==> config.mk <==
export PLATFORM = sky130hd
export DESIGN_NAME = irq_fiq_ctrl
export DESIGN_NICKNAME = d
export VERILOG_FILES = /design/src/rtl/irqf_pkg.sv /design/src/rtl/irqf_enable_bank.sv /design/src/rtl/irqf_soft_src.sv /design/src/rtl/irqf_out_stage.sv /design/src/rtl/irqf_read_mux.sv /design/src/rtl/irq_fiq_ctrl.sv
export SDC_FILE = /design/constraint.sdc
export NUM_CORES = 1
export LEC_CHECK = 0
export BUFFER_PORTS_ARGS = -buffer_cell sky130_fd_sc_hd__clkbuf_2
export CAP_MARGIN = 40
export CORE_ASPECT_RATIO = 1.25
export CORE_MARGIN = 5
export CORE_UTILIZATION = 30
export DETAILED_ROUTE_END_ITERATION = 10
export PLACE_DENSITY = 0.47
export SLEW_MARGIN = 10
export SYNTH_ARGS = -nofsm -noshare
export SYNTH_HDL_FRONTEND = slang
export SYNTH_HIERARCHICAL = 1
export SYNTH_SLANG_ARGS = --single-unit
==> constraint.sdc <==
create_clock -name clk -period 1.26 [get_ports clk]
set_input_delay 0 -clock clk [delete_from_list [all_inputs] [get_ports clk]]
set_output_delay 0 -clock clk [all_outputs]
set_load 0.05 [all_outputs]
==> src/rtl/irqf_pkg.sv <==
// Shared constants for the dual-output interrupt controller.
// Assumes: word indices are small integers compared against ADDR_W-wide fields.
package irqf_pkg;
    localparam int NUM_CH      = 2;   // channel 0 = normal request, 1 = fast request
    localparam int CH_STRIDE   = 8;   // word distance between the two channel groups
    localparam int OFS_MASKED  = 0;   // per-channel: masked status
    localparam int OFS_RAW     = 1;   // per-channel: raw level
    localparam int OFS_EN_SET  = 2;   // per-channel: enable set / enable readback
    localparam int OFS_EN_CLR  = 3;   // per-channel: enable clear (write only)
    localparam int IDX_SOFT_ON  = 4;  // soft request set / level bit 0 readback
    localparam int IDX_SOFT_OFF = 5;  // soft request clear (write only)

    // Word index of a channel register.
    function automatic int ch_index(input int ch, input int ofs);
        return ch * CH_STRIDE + ofs;
    endfunction
endpackage

==> src/rtl/irqf_enable_bank.sv <==
// Write-one-to-set / write-one-to-clear enable mask for one request channel.
// Assumes: set and clear strobes are never both high (different word indices).
module irqf_enable_bank #(
    parameter int N_SRC = 32
) (
    input  logic             clk,
    input  logic             rst_n,
    input  logic             set_stb,
    input  logic             clr_stb,
    input  logic [N_SRC-1:0] wbits,
    output logic [N_SRC-1:0] en_q
);
    // Mask register: ones in wbits set or clear bits, zeros keep them.
    always_ff @(posedge clk) begin
        if (!rst_n) begin
            en_q <= '0;
        end else if (set_stb) begin
            en_q <= en_q | wbits;
        end else if (clr_stb) begin
            en_q <= en_q & ~wbits;
        end
    end
endmodule

==> src/rtl/irqf_soft_src.sv <==
// One-bit software request that is ORed into source 0.
// Assumes: on and off strobes are never both high.
module irqf_soft_src (
    input  logic clk,
    input  logic rst_n,
    input  logic on_stb,
    input  logic off_stb,
    input  logic wbit0,
    output logic soft_q
);
    // Soft request flag: only a write with data bit 0 set acts.
    always_ff @(posedge clk) begin
        if (!rst_n) begin
            soft_q <= 1'b0;
        end else if (on_stb && wbit0) begin
            soft_q <= 1'b1;
        end else if (off_stb && wbit0) begin
            soft_q <= 1'b0;
        end
    end
endmodule

==> src/rtl/irqf_out_stage.sv <==
// Registered request line: high when any enabled source is active.
// Assumes: level and mask are stable at the clock edge.
module irqf_out_stage #(
    parameter int N_SRC = 32
) (
    input  logic             clk,
    input  logic             rst_n,
    input  logic [N_SRC-1:0] level,
    input  logic [N_SRC-1:0] mask,
    output logic             req_q
);
    logic any_hit;

    // Reduction of the masked level vector.
    always_comb any_hit = |(level & mask);

    // Output flop: one cycle from level or mask change to the pin.
    always_ff @(posedge clk) begin
        if (!rst_n) req_q <= 1'b0;
        else        req_q <= any_hit;
    end
endmodule

==> src/rtl/irqf_read_mux.sv <==
// Combinational read decode: value for a word index and whether it is defined.
// Assumes: N_SRC <= DATA_W; write-only indices are defined but read as zero.
module irqf_read_mux #(
    parameter int N_SRC  = 32,
    parameter int DATA_W = 32,
    parameter int ADDR_W = 6
) (
    input  logic [ADDR_W-1:0]                      idx,
    input  logic [N_SRC-1:0]                       level,
    input  logic [irqf_pkg::NUM_CH-1:0][N_SRC-1:0] en,
    output logic [DATA_W-1:0]                      value,
    output logic                                   defined
);
    import irqf_pkg::*;

    // Select the read value for the addressed register.
    always_comb begin
        value   = '0;
        defined = 1'b0;
        for (int ch = 0; ch < NUM_CH; ch++) begin
            if (idx == ADDR_W'(ch_index(ch, OFS_MASKED))) begin
                value[N_SRC-1:0] = level & en[ch];
                defined          = 1'b1;
            end
            if (idx == ADDR_W'(ch_index(ch, OFS_RAW))) begin
                value[N_SRC-1:0] = level;
                defined          = 1'b1;
            end
            if (idx == ADDR_W'(ch_index(ch, OFS_EN_SET))) begin
                value[N_SRC-1:0] = en[ch];
                defined          = 1'b1;
            end
            if (idx == ADDR_W'(ch_index(ch, OFS_EN_CLR))) begin
                defined = 1'b1;
            end
        end
        if (idx == ADDR_W'(IDX_SOFT_ON)) begin
            value[0] = level[0];
            defined  = 1'b1;
        end
        if (idx == ADDR_W'(IDX_SOFT_OFF)) begin
            defined = 1'b1;
        end
    end
endmodule

==> src/rtl/irq_fiq_ctrl.sv <==
// Dual-output level interrupt controller: two enable masks over one level
// vector, a soft request on source 0, a registered read port and an error
// pulse for undefined word indices.
// Assumes: requests last one cycle; req_word is already a word index.
module irq_fiq_ctrl #(
    parameter int N_SRC  = 32,
    parameter int DATA_W = 32,
    parameter int ADDR_W = 6
) (
    input  logic              clk,
    input  logic              rst_n,
    input  logic [N_SRC-1:0]  src_level,
    input  logic              req_valid,
    input  logic              req_write,
    input  logic [ADDR_W-1:0] req_word,
    input  logic [DATA_W-1:0] req_wdata,
    output logic [DATA_W-1:0] rd_data,
    output logic              bad_access,
    output logic              irq_out,
    output logic              fiq_out
);
    import irqf_pkg::*;

    localparam int CH_IRQ = 0;
    localparam int CH_FIQ = 1;

    logic                          wr_stb;
    logic                          rd_stb;
    logic                          soft_q;
    logic [N_SRC-1:0]              level_w;
    logic [NUM_CH-1:0][N_SRC-1:0]  en_q;
    logic [NUM_CH-1:0]             req_q;
    logic [DATA_W-1:0]             rd_value;
    logic                          idx_defined;
    logic [N_SRC-1:0]              irq_en_q;
    logic [N_SRC-1:0]              fiq_en_q;

    // Request qualifiers.
    always_comb begin
        wr_stb = req_valid && req_write;
        rd_stb = req_valid && !req_write;
    end

    // Level vector: hardware inputs with the soft request folded into bit 0.
    always_comb begin
        level_w    = src_level;
        level_w[0] = src_level[0] | soft_q;
    end

    irqf_soft_src u_soft (
        .clk     (clk),
        .rst_n   (rst_n),
        .on_stb  (wr_stb && (req_word == ADDR_W'(IDX_SOFT_ON))),
        .off_stb (wr_stb && (req_word == ADDR_W'(IDX_SOFT_OFF))),
        .wbit0   (req_wdata[0]),
        .soft_q  (soft_q)
    );

    // One mask bank and one output stage per request channel.
    for (genvar ch = 0; ch < NUM_CH; ch++) begin : g_ch
        irqf_enable_bank #(.N_SRC(N_SRC)) u_bank (
            .clk     (clk),
            .rst_n   (rst_n),
            .set_stb (wr_stb && (req_word == ADDR_W'(ch_index(ch, OFS_EN_SET)))),
            .clr_stb (wr_stb && (req_word == ADDR_W'(ch_index(ch, OFS_EN_CLR)))),
            .wbits   (req_wdata[N_SRC-1:0]),
            .en_q    (en_q[ch])
        );

        irqf_out_stage #(.N_SRC(N_SRC)) u_out (
            .clk   (clk),
            .rst_n (rst_n),
            .level (level_w),
            .mask  (en_q[ch]),
            .req_q (req_q[ch])
        );
    end

    irqf_read_mux #(.N_SRC(N_SRC), .DATA_W(DATA_W), .ADDR_W(ADDR_W)) u_rmux (
        .idx     (req_word),
        .level   (level_w),
        .en      (en_q),
        .value   (rd_value),
        .defined (idx_defined)
    );

    // Named views of the masks for the checker.
    always_comb begin
        irq_en_q = en_q[CH_IRQ];
        fiq_en_q = en_q[CH_FIQ];
        irq_out  = req_q[CH_IRQ];
        fiq_out  = req_q[CH_FIQ];
    end

    // Read data register: loads on a read, holds otherwise.
    always_ff @(posedge clk) begin
        if (!rst_n)      rd_data <= '0;
        else if (rd_stb) rd_data <= rd_value;
    end

    // Error pulse: any request to an undefined index.
    always_ff @(posedge clk) begin
        if (!rst_n) bad_access <= 1'b0;
        else        bad_access <= req_valid && !idx_defined;
    end
endmodule

==> metrics <==
outcome complete, but fails checks; failing checks negative setup slack; combinational share of power 0.123; Crit Reg-Reg Startpoint u_soft/soft_q; synth cell count leaders nand2_1 (131), dfxtp_1 (100), and3_1 (67); Crit Path Max Fanout 5; CTS H-Tree Depth 3; vias per inst 5.47; die height 161 microns; CP max stage delay 380 ps; wire length after detailed routing 21700 microns; area of the die 0.0210 sq mm; Peak VDD IR 767 uV; flops & latches, synth 100; number of flops mapped to enable cells by yosys 0; number of CTS-inserted buffers 9; Setup WS pre-CTS -428 ps; most frequent cell after synthesis nand2_1; shortest period the worst path allows 1400 ps; Min Hold Slack 10.6 ps; power density over the cells 892 mW/mm^2; cell internal power dissipation 5010 uW; vias in the first global route 5464; Clk Latency, worst-skew pair 350 ps; Detailed Routing Iterations Pass 1 5; final standard cell utilization of the core 0.420; final-layout fill cell count 1839; Min-Delay Path Depth 3; sequence of cells on the critical path or2_4 -> a22oi_2 -> nand4_1 -> o41a_1; final critical-path share of the clock period 1.11; fraction of layout cells with a size suffix above 1 0.315; Worst Max-Slew Pin Slew 353 ps; share of synthesized area occupied by flip-flops and latches 0.367; row count 55; distinct cell type count of the synthesized netlist 37; max-capacitance violation count 0; worst hold path type in2reg; floorplan die width 131 microns; startpoint type of the worst setup path flip-flop; clock power share 0.404; capture point of the worst reg-to-reg path g_ch[1].u_out/req_q; max frequency 715 MHz; critical path class reg2reg; net load switching power 1730 uW; master of the slowest instance on the critical path o41a_1; number of setup violations in the final report 32; final slew viol count 0; Clock Sinks 100; starting utilization of the core area 0.303; net switching fraction of the power 0.256; number of violations reported at the end of detailed-routing iteration 0 517; most area-hungry cell type in the Yosys netlist dfxtp_1; Top Ports 109; Routed WL per cell 20.5 microns; Syn Area/Cell 8.38 sq um; clk slew on worst S/H paths 70 ps; final hold viol count 0; final cell count without fillers 1057; number of antenna violations at the first check in global routing 0; maximum root-to-sink buffer count 2; CTS tree done; Placer Congestion 0.876; flop-to-flop setup slack -140 ps; Clock Tree Root clkbuf_16; area share of the largest cell type after synthesis 0.367; Hold Crit Start req_wdata[30]; leakage 0.00312 uW; Required @ worst endpoint 1480 ps; Cell Area, Placed 0.00670 sq mm; relative slew slack 0.764; diodes inserted 0; global router's overall resource usage 0.201; Clock Skews 13.5 ps; count of synthesis-stage warnings from yosys 6; post-detailed-route count of antenna-violating nets 0; largest net degree at the start of global routing 82; Layout area overhead 38.6%; net count after synthesis 724; nets 902; number of cells after detailed placement 1015; total via count in the routed design 5780; post-route standard cell area excluding fillers 0.00755 sq mm; post-detail-place hpwl 15100 microns; final worst setup slack -138 ps; number of buffer cells added on primary ports 108; commonest register cell after synthesis dfxtp_1; CP Capture Type flip-flop; ranking of synthesized cells by area dfxtp_1 (37%), a31o_1 (10%), nand2_1 (9.0%), and3_1 (7.7%), o22ai_1 (7.1%); Arr. time, crit path 1620 ps; RSZ-0062 raised after global routing true; # DRC 0; cells after synthesis 650; first-pass GRT wire length 32700 microns; Cell Area, Synth 0.00545 sq mm; post-synthesis async set-or-reset flop share 0; part of the total power dissipated in sequential elements 0.472; number of cells on the worst reg-to-reg path 4; overflow left after global routing 0; placeable core region 0.0180 sq mm
## stage by stage
| step | setup TNS (ps) | total power (uW) |
|---|---|---|
| final | -1580 | 6730 |
| after detailed placement | -31090 | 3960 |
| after floorplan | -2550 | 3630 |
| after global placement | -28050 | 3950 |
| after global routing | -3570 | 6960 |
| after CTS | -338 | 6750 |
## repair_timing
item / in CTS / in global routing
gates cloned: 2 / 1
endpoints found under the hold margin: 53 / 0
pin swaps: 8 / 20
buffers inserted: 1 / 0
resized for setup: 12 / 33
setup endpoints to repair: 11 / 92
hold buffers: 26 / 0
## power by group through the flow
| stage | registers [uW] | logic, uW | clock network (uW) |
|---|---|---|---|
| after CTS | 3180 | 793 | 2780 |
| after floorplan | 3280 | 357 | 0 |
| after global placement | 3250 | 703 | 0 |
| after global routing | 3180 | 889 | 2890 |
| final | 3180 | 831 | 2720 |
| after detailed placement | 3250 | 711 | 0 |
## cell type report
cell class / count / area (sq um) / share of cell area
inverter: 1 / 3.75 / 0.000497
tap: 228 / 285 / 0.0378
clock buffer: 9 / 225 / 0.0298
clock inverter: 3 / 42.5 / 0.00563
multi-input combinational: 491 / 3260 / 0.431
sequential: 100 / 2000 / 0.265
timing repair buffer: 225 / 1730 / 0.230
## cells by family (layout without fill, tap and decap cells)
| kind of cell | after synthesis | in the layout | share of synthesized area |
|---|---|---|---|
| AO/OA/AOI/OAI | 196 | 196 | 0.260 |
| buffers and inverters | 59 | 238 | 0.0785 |
| flip-flops | 100 | 100 | 0.367 |
| multiplexers | 32 | 32 | 0.0588 |
| AND/OR/NAND/NOR | 263 | 263 | 0.235 |
## per-layer routing
layer | wire, microns | up-vias | track usage | share of wire
li1 | - | 2775 | - | -
met1 | 9760 | 2789 | 0.273 | 0.45
met2 | 10400 | 192 | 0.329 | 0.48
met3 | 1060 | 24 | 0.0250 | 0.049
met4 | 516 | 0 | 0.0645 | 0.024
met5 | 0 | - | 0 | 0
## worst max path at each step
stage / end / slack [ps] / start / depth (start not counted)
2_1_floorplan: rd_data[16] / -90 / req_word[5] / 7
3_5_place_dp: rd_data[8] / -430 / req_word[5] / 8
4_1_cts: g_ch[1].u_out/req_q / -90 / u_soft/soft_q / 4
5_1_grt: rd_data[13] / -160 / req_word[2] / 10
3_3_place_gp: rd_data[12] / -400 / req_word[5] / 8
6_report: g_ch[1].u_out/req_q / -140 / u_soft/soft_q / 4
## worst max-delay path: cells and delay by family (launching register included)
family	cells	cell delay, ps
AO/OA/AOI/OAI	2	550
AND/OR/NAND/NOR	2	390
flip-flops	1	320
## placed cells by master (no fill, tap or decap), types with 3 or more instances in the layout
master / instances
a21oi_1: 14
a21oi_2: 13
a21oi_4: 3
a22oi_1: 24
a22oi_2: 9
a31o_1: 63
and3_1: 66
buf_12: 13
buf_4: 74
buf_6: 3
clkbuf_16: 10
clkbuf_2: 105
dfxtp_1: 99
dlygate4sd3_1: 26
mux2i_1: 32
nand2_1: 131
nand4_1: 9
nor2_1: 33
nor3_1: 3
o22ai_1: 53
o22ai_2: 10
(Power assumes the default switching activity.)
